## src/rtl/r1k_pkg.sv

```systemverilog
package r1k_pkg;

  localparam int unsigned RADIX = 1000;

  typedef enum logic [0:0] {
    CELL_FRAC = 1'b0,
    CELL_INT  = 1'b1
  } cell_kind_e;

  // Offset that lifts RADIX to the next power of two for a dw-bit field.
  function automatic int unsigned wrap_offset(input int unsigned dw);
    return (32'd1 << dw) - RADIX;
  endfunction

endpackage

```

## src/rtl/r1k_rst_sync.sv

```systemverilog
module r1k_rst_sync (
  input  logic clk,
  input  logic rst_n,
  output logic rst_sync_n
);

  logic [1:0] stage_q;

  always_ff @(posedge clk or negedge rst_n) begin
    if (!rst_n) begin
      stage_q <= 2'b00;
    end else begin
      stage_q <= {stage_q[0], 1'b1};
    end
  end

  assign rst_sync_n = stage_q[1];

endmodule

```

## src/rtl/r1k_digit_cell.sv

```systemverilog
module r1k_digit_cell
  import r1k_pkg::*;
#(
  parameter int unsigned DW   = 10,
  parameter cell_kind_e  KIND = CELL_FRAC
) (
  input  logic [DW-1:0] w_digit,
  input  logic          carry_in,
  output logic [DW-1:0] c_digit,
  output logic          carry_out
);

  localparam int unsigned SW   = DW + 1;
  localparam int unsigned OFFS = wrap_offset(DW);
  // (RADIX-1) + OFFS: a fraction result of exactly RADIX lands on 2**DW.
  localparam logic [SW-1:0] FRAC_BASE  = SW'(RADIX - 1 + OFFS);
  localparam logic [SW-1:0] FRAC_OFFS  = SW'(OFFS);
  localparam logic [SW-1:0] INT_BASE   = SW'(1);
  localparam logic [SW-1:0] INT_LIMIT  = SW'(2);

  generate
    if (KIND == CELL_FRAC) begin : g_frac
      logic [SW-1:0] probe;
      always_comb begin
        probe     = FRAC_BASE - {1'b0, w_digit} + {{(SW-1){1'b0}}, carry_in};
        // Top bit of the offset sum marks a result of exactly RADIX.
        carry_out = probe[SW-1];
        c_digit   = carry_out ? '0 : DW'(probe - FRAC_OFFS);
      end
    end else begin : g_int
      logic [SW-1:0] diff;
      always_comb begin
        diff      = INT_BASE - {1'b0, w_digit} + {{(SW-1){1'b0}}, carry_in};
        c_digit   = diff[DW-1:0];
        // Integer digit outside 0..2 means the operand was not legal.
        carry_out = (diff > INT_LIMIT);
      end
    end
  endgenerate

endmodule

```

## src/rtl/r1k_range_check.sv

```systemverilog
module r1k_range_check
  import r1k_pkg::*;
#(
  parameter int unsigned NDIG = 6,
  parameter int unsigned DW   = 10
) (
  input  logic [NDIG*DW-1:0] w_digits,
  output logic               any_bad
);

  logic [NDIG-1:0] bad_vec;

  generate
    for (genvar i = 0; i < NDIG; i++) begin : g_dig
      if (i == NDIG - 1) begin : g_int
        assign bad_vec[i] = (w_digits[i*DW +: DW] > DW'(1));
      end else begin : g_frac
        assign bad_vec[i] = (w_digits[i*DW +: DW] > DW'(RADIX - 1));
      end
    end
  endgenerate

  assign any_bad = |bad_vec;

endmodule

```

## src/rtl/r1k_two_minus_w.sv

```systemverilog
module r1k_two_minus_w
  import r1k_pkg::*;
#(
  parameter int unsigned NDIG = 6,
  parameter int unsigned DW   = 10
) (
  input  logic               clk,
  input  logic               rst_n,
  input  logic               in_valid,
  input  logic [NDIG*DW-1:0] w_in,
  output logic               done,
  output logic [NDIG*DW-1:0] c_out,
  output logic               w_bad
);

  localparam int unsigned VW = NDIG * DW;

  logic          rst_q_n;
  logic [NDIG:0] cy;
  logic [VW-1:0] c_comb;
  logic          range_bad;

  logic [VW-1:0] c_q,    c_nxt;
  logic          bad_q,  bad_nxt;
  logic          done_q, done_nxt;

  r1k_rst_sync u_rst (
    .clk        (clk),
    .rst_n      (rst_n),
    .rst_sync_n (rst_q_n)
  );

  // Digit 0 sees a carry of one: 999 - w0 + 1 = 1000 - w0.
  assign cy[0] = 1'b1;

  generate
    for (genvar i = 0; i < NDIG; i++) begin : g_cell
      r1k_digit_cell #(
        .DW   (DW),
        .KIND ((i == NDIG - 1) ? CELL_INT : CELL_FRAC)
      ) u_cell (
        .w_digit   (w_in[i*DW +: DW]),
        .carry_in  (cy[i]),
        .c_digit   (c_comb[i*DW +: DW]),
        .carry_out (cy[i+1])
      );
    end
  endgenerate

  r1k_range_check #(
    .NDIG (NDIG),
    .DW   (DW)
  ) u_range (
    .w_digits (w_in),
    .any_bad  (range_bad)
  );

  always_comb begin
    c_nxt    = c_q;
    bad_nxt  = bad_q;
    done_nxt = in_valid;
    if (in_valid) begin
      c_nxt   = c_comb;
      bad_nxt = range_bad | cy[NDIG];
    end
  end

  always_ff @(posedge clk or negedge rst_q_n) begin
    if (!rst_q_n) begin
      c_q    <= '0;
      bad_q  <= 1'b0;
      done_q <= 1'b0;
    end else begin
      c_q    <= c_nxt;
      bad_q  <= bad_nxt;
      done_q <= done_nxt;
    end
  end

  assign c_out = c_q;
  assign w_bad = bad_q;
  assign done  = done_q;

  // Assertions
  assert_done_follows_R2: assert property (@(posedge clk) disable iff (!rst_q_n)
    in_valid |=> done);
  assert_done_idle_R2: assert property (@(posedge clk) disable iff (!rst_q_n)
    !in_valid |=> !done);
  assert_hold_R10: assert property (@(posedge clk) disable iff (!rst_q_n)
    !in_valid |=> ($stable(c_out) && $stable(w_bad)));
  assert_bad_int_R9: assert property (@(posedge clk) disable iff (!rst_q_n)
    (in_valid && (w_in[VW-1 -: DW] > DW'(1))) |=> w_bad);
  assert_int_range_R6: assert property (@(posedge clk) disable iff (!rst_q_n)
    (done && !w_bad) |-> (c_out[VW-1 -: DW] <= DW'(2)));

  generate
    for (genvar i = 0; i < NDIG - 1; i++) begin : g_chk
      assert_frac_range_R5: assert property (@(posedge clk) disable iff (!rst_q_n)
        (done && !w_bad) |-> (c_out[i*DW +: DW] <= DW'(RADIX - 1)));
    end
  endgenerate

endmodule

```

## config.mk

```make
export PLATFORM = sky130hd
export DESIGN_NAME = r1k_two_minus_w
export DESIGN_NICKNAME = d
export VERILOG_FILES = /design/src/rtl/r1k_pkg.sv /design/src/rtl/r1k_rst_sync.sv /design/src/rtl/r1k_digit_cell.sv /design/src/rtl/r1k_range_check.sv /design/src/rtl/r1k_two_minus_w.sv
export SDC_FILE = /design/constraint.sdc
export NUM_CORES = 1
export LEC_CHECK = 0
export CORE_UTILIZATION = 35
export CTS_CLUSTER_DIAMETER = 200
export DETAILED_ROUTE_END_ITERATION = 8
export GPL_TIMING_DRIVEN = 0
export PLACE_DENSITY = 0.62
export SYNTH_ARGS = -nofsm -noshare
export SYNTH_HDL_FRONTEND = slang
export SYNTH_SLANG_ARGS = --single-unit
```

## constraint.sdc

```tcl
create_clock -name clk -period 2.43 [get_ports clk]
set_input_delay 0.3645 -clock clk [delete_from_list [all_inputs] [get_ports clk]]
set_output_delay 0.3645 -clock clk [all_outputs]
set_load 0.01 [all_outputs]
```

==> results by stage, run 1 <==
GRT:
- The number of global-route vias before repair was 4345.
- The first global-routing pass estimated 22.1 mm of wire.
- Entering global routing, the biggest net connects 63 pins.
- The overall global routing resource usage is 21.7%.
- For this run the aggregate overflow at the end of global routing stands at 0.
- The initial antenna violation count was 0.

STA:
- For the final database, setup skew stands at 0.00515 ns.
- At the pin with the least slew margin, the transition time is 0.937 ns.
- Setup violations remaining at the end of the flow were counted as 44.
- In the final timing run, aggregate negative setup slack is -70.77 ns.
- The remaining max-slew budget at the tightest pin is 37.5%.
- After layout, the worst setup slack is -2.65 ns.
- The total count of hold-check failures in the final report is 0.
- The total count of max-transition violations in the final report came to 0.
- The maximum achievable frequency is 197 MHz.
- The clock period minus final worst setup slack is 5.08 ns.
- Of the available clock period, the critical path in the final layout requires 209%.
- Setup repair after global routing could not meet its margin everywhere.

Critical path:
- The slowest stage of the critical path belongs to the cell sky130_fd_sc_hd__or4_4.
- The slack of the worst reg-to-reg path is 1.46 ns.
- The data arrival at the endpoint of the critical path is 5.29 ns.
- The gate family responsible for the most delay along the worst path is simple AND/OR/NAND/NOR gates.
- In this run the critical register-to-register path is captured at c_out[1]$_DFFE_PN0P_.
- In this run the worst path has a maximum fanout of 7.
- Counting cells, the worst reg-to-reg path comes to 0.
- In this run the critical register-to-register path is launched from u_rst.stage_q[1]$_DFF_PN0_.
- The number of buffers and inverters on the critical path is 4.
- The kind of critical path is input pin to flop.
- The data required time at the worst endpoint is 2.65 ns.
- By instance count, the cell type seen most on the critical path is sky130_fd_sc_hd__ha_4.
- The largest stage delay on the critical path is 0.54 ns.
- The sort of element at the start of the critical path is an input pin.
- The worst setup path is captured at a flop.

Synthesis:
- The synthesized area per cell is 9.25 sq um.
- The register area share after synthesis is 35.9%.
- The Yosys step of the flow raised 0 warnings.
- Counting distinct cell types in the post-synthesis netlist gives 67.
- In this run the cell area of the synthesized design comes to 0.00446 sq mm.
- Synthesis produced a netlist with a net count of 562.
- After technology mapping, the gate count stands at 482.
- For this run, asynchronously set or reset flops after synthesis account for 100%.
- Yosys mapped a number of flops with a built-in enable equal to 0.
- The number of synthesized register bits is 64.
- The most common flop cell mapped by yosys is sky130_fd_sc_hd__dfrtp_1.

Hold path:
- The path type of the worst min-delay path is input pin to async pin.

Clock tree:
- The number of clock buffers inserted by TritonCTS is 9.
- After clock tree synthesis, the flow added hold-fix buffers numbering 0.
- The tree built by TritonCTS fans out to 64 sinks.
- CTS placed an instance of sky130_fd_sc_hd__clkbuf_16 at the clock tree root.
- TritonCTS built the clock tree.
- The depth of the CTS H-tree is 3.
- The clock passes through at most 2 buffers.
- The clock insertion delay at the later pin of the skew report is 0.34 ns.
- Clock-pin slew was measured on the worst setup and hold paths at 0.05 ns.

Final layout:
- The share of cells above drive strength 1 is 27.1%.
- The growth of design area from synthesis to finish is 57.8%.
- The final non-filler cell total is 824.
- The count of fill cells added during filler insertion is 1121.
- The net count of the finished layout is 731.
- The number of antenna diodes in the final layout is 0.

Outcome:
- The run finished, with violations left.
- The final reports fail on negative setup slack.

Floorplanning:
- The cell row count is 40.
- The standard cell core area is 0.0122 sq mm.
- The area of the die is 0.0132 sq mm.
- The die is 115 um tall.
- The die width is 115 um.
- In this run the count of I/O pins placed on the die edge is 125.
- The starting density of the core is 36.5%.

Detailed routing:
- The pre-antenna-repair detailed-routing pass consisted of 4 iterations.
- The aggregate routed wire length is 13.9 mm.
- The post-detailed-route wirelength per cell is 16.9 um.
- In the routed design, unresolved DRC markers number 0.
- After the first detailed-routing iteration, the DRC count stood at 165.
- Once detail routing completed, the nets flagged for antenna violations numbered 0.
- The via count normalized by instance count is 5.22.
- The total number of vias is 4303.

Power:
- The power density over the cells is 492 mW/mm^2.
- VDD sags by at most 377 uV.
- The total power after layout is 0.00346 W.
- Summed over all cells, the static leakage comes to 2.74 nW.

Placed design:
- Input and output buffers added on the ports amount to 113.
- In this run, placement finished with an instance count of 763.
- Detailed placement ended at an HPWL of 9.53 mm.
- The final RePlAce weighted congestion is 0.891.

Run:
- The tool flagged a number of max-cap violations equal to 0.
-- registers in the layout, indices dropped and copies added (netlist names) --
name and count:
done 1, u_rst.stage_q 2, c_out 60, w_bad 1
-- layout make-up --
cell class              count  area [sq um]  area share, %
multi-input cells         373          3190           45.3
plain buffers              22           116           1.65
repair buffers            160          1520           21.5
flip-flops and latches     64          1610           22.8
well taps                 168           210           2.99
clock buffers               9           225           3.20
inverters                  21           104           1.48
clock inverters             7          72.6           1.03
-- metal layers --
| layer | global-route usage, % | up-vias | wire [um] |
|---|---|---|---|
| li1 | - | 2078 | - |
| met1 | 26.7 | 2085 | 6000 |
| met2 | 38.2 | 119 | 7010 |
| met3 | 4.32 | 21 | 653 |
| met4 | 6.67 | 0 | 276 |
| met5 | 0 | - | 0 |
-- timing repair --
| item | 4_1_cts | 5_1_grt |
|---|---|---|
| hold endpoints to repair | 0 | 0 |
| buffers inserted | 47 | 18 |
| resized for setup | 107 | 28 |
| cloned | 0 | 0 |
| pin swaps | 44 | 22 |
| setup endpoints to repair | 55 | 46 |
-- synthesized netlist by cell type (7+ instances only) --
| cell type | instances | area (sq um) |
|---|---|---|
| sky130_fd_sc_hd__ha_1 | 17 | 213 |
| sky130_fd_sc_hd__inv_1 | 20 | 75.1 |
| sky130_fd_sc_hd__clkbuf_1 | 16 | 60.1 |
| sky130_fd_sc_hd__xor2_1 | 15 | 131 |
| sky130_fd_sc_hd__mux2_2 | 14 | 158 |
| sky130_fd_sc_hd__nor2_1 | 31 | 116 |
| sky130_fd_sc_hd__a21oi_1 | 12 | 60.1 |
| sky130_fd_sc_hd__nor4_1 | 7 | 43.8 |
| sky130_fd_sc_hd__o31ai_1 | 13 | 97.6 |
| sky130_fd_sc_hd__nand2b_1 | 14 | 87.6 |
| sky130_fd_sc_hd__nor3_1 | 16 | 80.1 |
| sky130_fd_sc_hd__o2bb2ai_1 | 25 | 219 |
| sky130_fd_sc_hd__nor3b_1 | 9 | 67.6 |
| sky130_fd_sc_hd__xnor2_1 | 45 | 394 |
| sky130_fd_sc_hd__dfrtp_1 | 64 | 1600 |
| sky130_fd_sc_hd__o21ai_0 | 12 | 60.1 |
| sky130_fd_sc_hd__nand2_1 | 45 | 169 |
-- power breakdown --
part           internal (W)  leakage (nW)  switching, W
Combinational      0.000490          1.84      0.000404
Clock              0.000793         0.141      0.000504
Sequential          0.00118         0.762     0.0000911
Total               0.00247          2.74      0.000999
-- metrics by stage --
stage               setup WS [ns]  util, %  hold slack (ns)  cell area (sq um)
finish                      -2.65     57.7            0.190               7040
global route                -2.86     57.7            0.188               7040
CTS                         -2.65     57.0            0.179               6970
detailed placement          -5.34     49.4            0.343               6030
global placement            -5.29     49.4            0.338               6030
floorplan                   -3.57        -           0.0689               4690
-- how the worst max path moves through the flow --
stage / start / to / slack, ns / cells past startpoint
after detailed placement: w_in[1] / c_out[58]$_DFFE_PN0P_ / -5.34 / 30
after floorplan: w_in[1] / c_out[58]$_DFFE_PN0P_ / -3.57 / 29
after global routing: w_in[1] / c_out[58]$_DFFE_PN0P_ / -2.86 / 29
after CTS: w_in[0] / c_out[49]$_DFFE_PN0P_ / -2.65 / 28
after global placement: w_in[1] / c_out[58]$_DFFE_PN0P_ / -5.29 / 30
final: w_in[6] / c_out[58]$_DFFE_PN0P_ / -2.65 / 27
-- layout by cell type, fill, tap and decap left out, types with 13 or more instances in the layout --
cell	count
sky130_fd_sc_hd__xnor2_1	40
sky130_fd_sc_hd__xor2_1	13
sky130_fd_sc_hd__clkdlybuf4s50_1	100
sky130_fd_sc_hd__inv_1	16
sky130_fd_sc_hd__o2bb2ai_1	21
sky130_fd_sc_hd__dfrtp_1	63
sky130_fd_sc_hd__clkbuf_1	14
sky130_fd_sc_hd__nand2_1	41
sky130_fd_sc_hd__nor2_1	28
sky130_fd_sc_hd__buf_4	38
-- cell families after synthesis --
family,count (synthesis),synth area share [%]
AND/OR/NAND/NOR,173,21.3
AO/OA/AOI/OAI,105,17.4
flip-flops,64,35.9
XOR/XNOR,60,11.8
buffers and inverters,45,4.54
adder cells (fa/ha/maj),17,4.77
multiplexers,17,4.21
other,1,0.0841
(Power assumes the default switching activity.)
==> run 2, diff against run 1 <==
--- a/config.mk
+++ b/config.mk
@@ -7,6 +7,7 @@
 export LEC_CHECK = 0
 export CORE_UTILIZATION = 35
 export CTS_CLUSTER_DIAMETER = 200
+export CTS_CLUSTER_SIZE = 12
 export DETAILED_ROUTE_END_ITERATION = 8
 export GPL_TIMING_DRIVEN = 0
 export PLACE_DENSITY = 0.62
==> results of run 2 <==
Same layout as run 1: the final DEF is identical, and so are final timing and power.
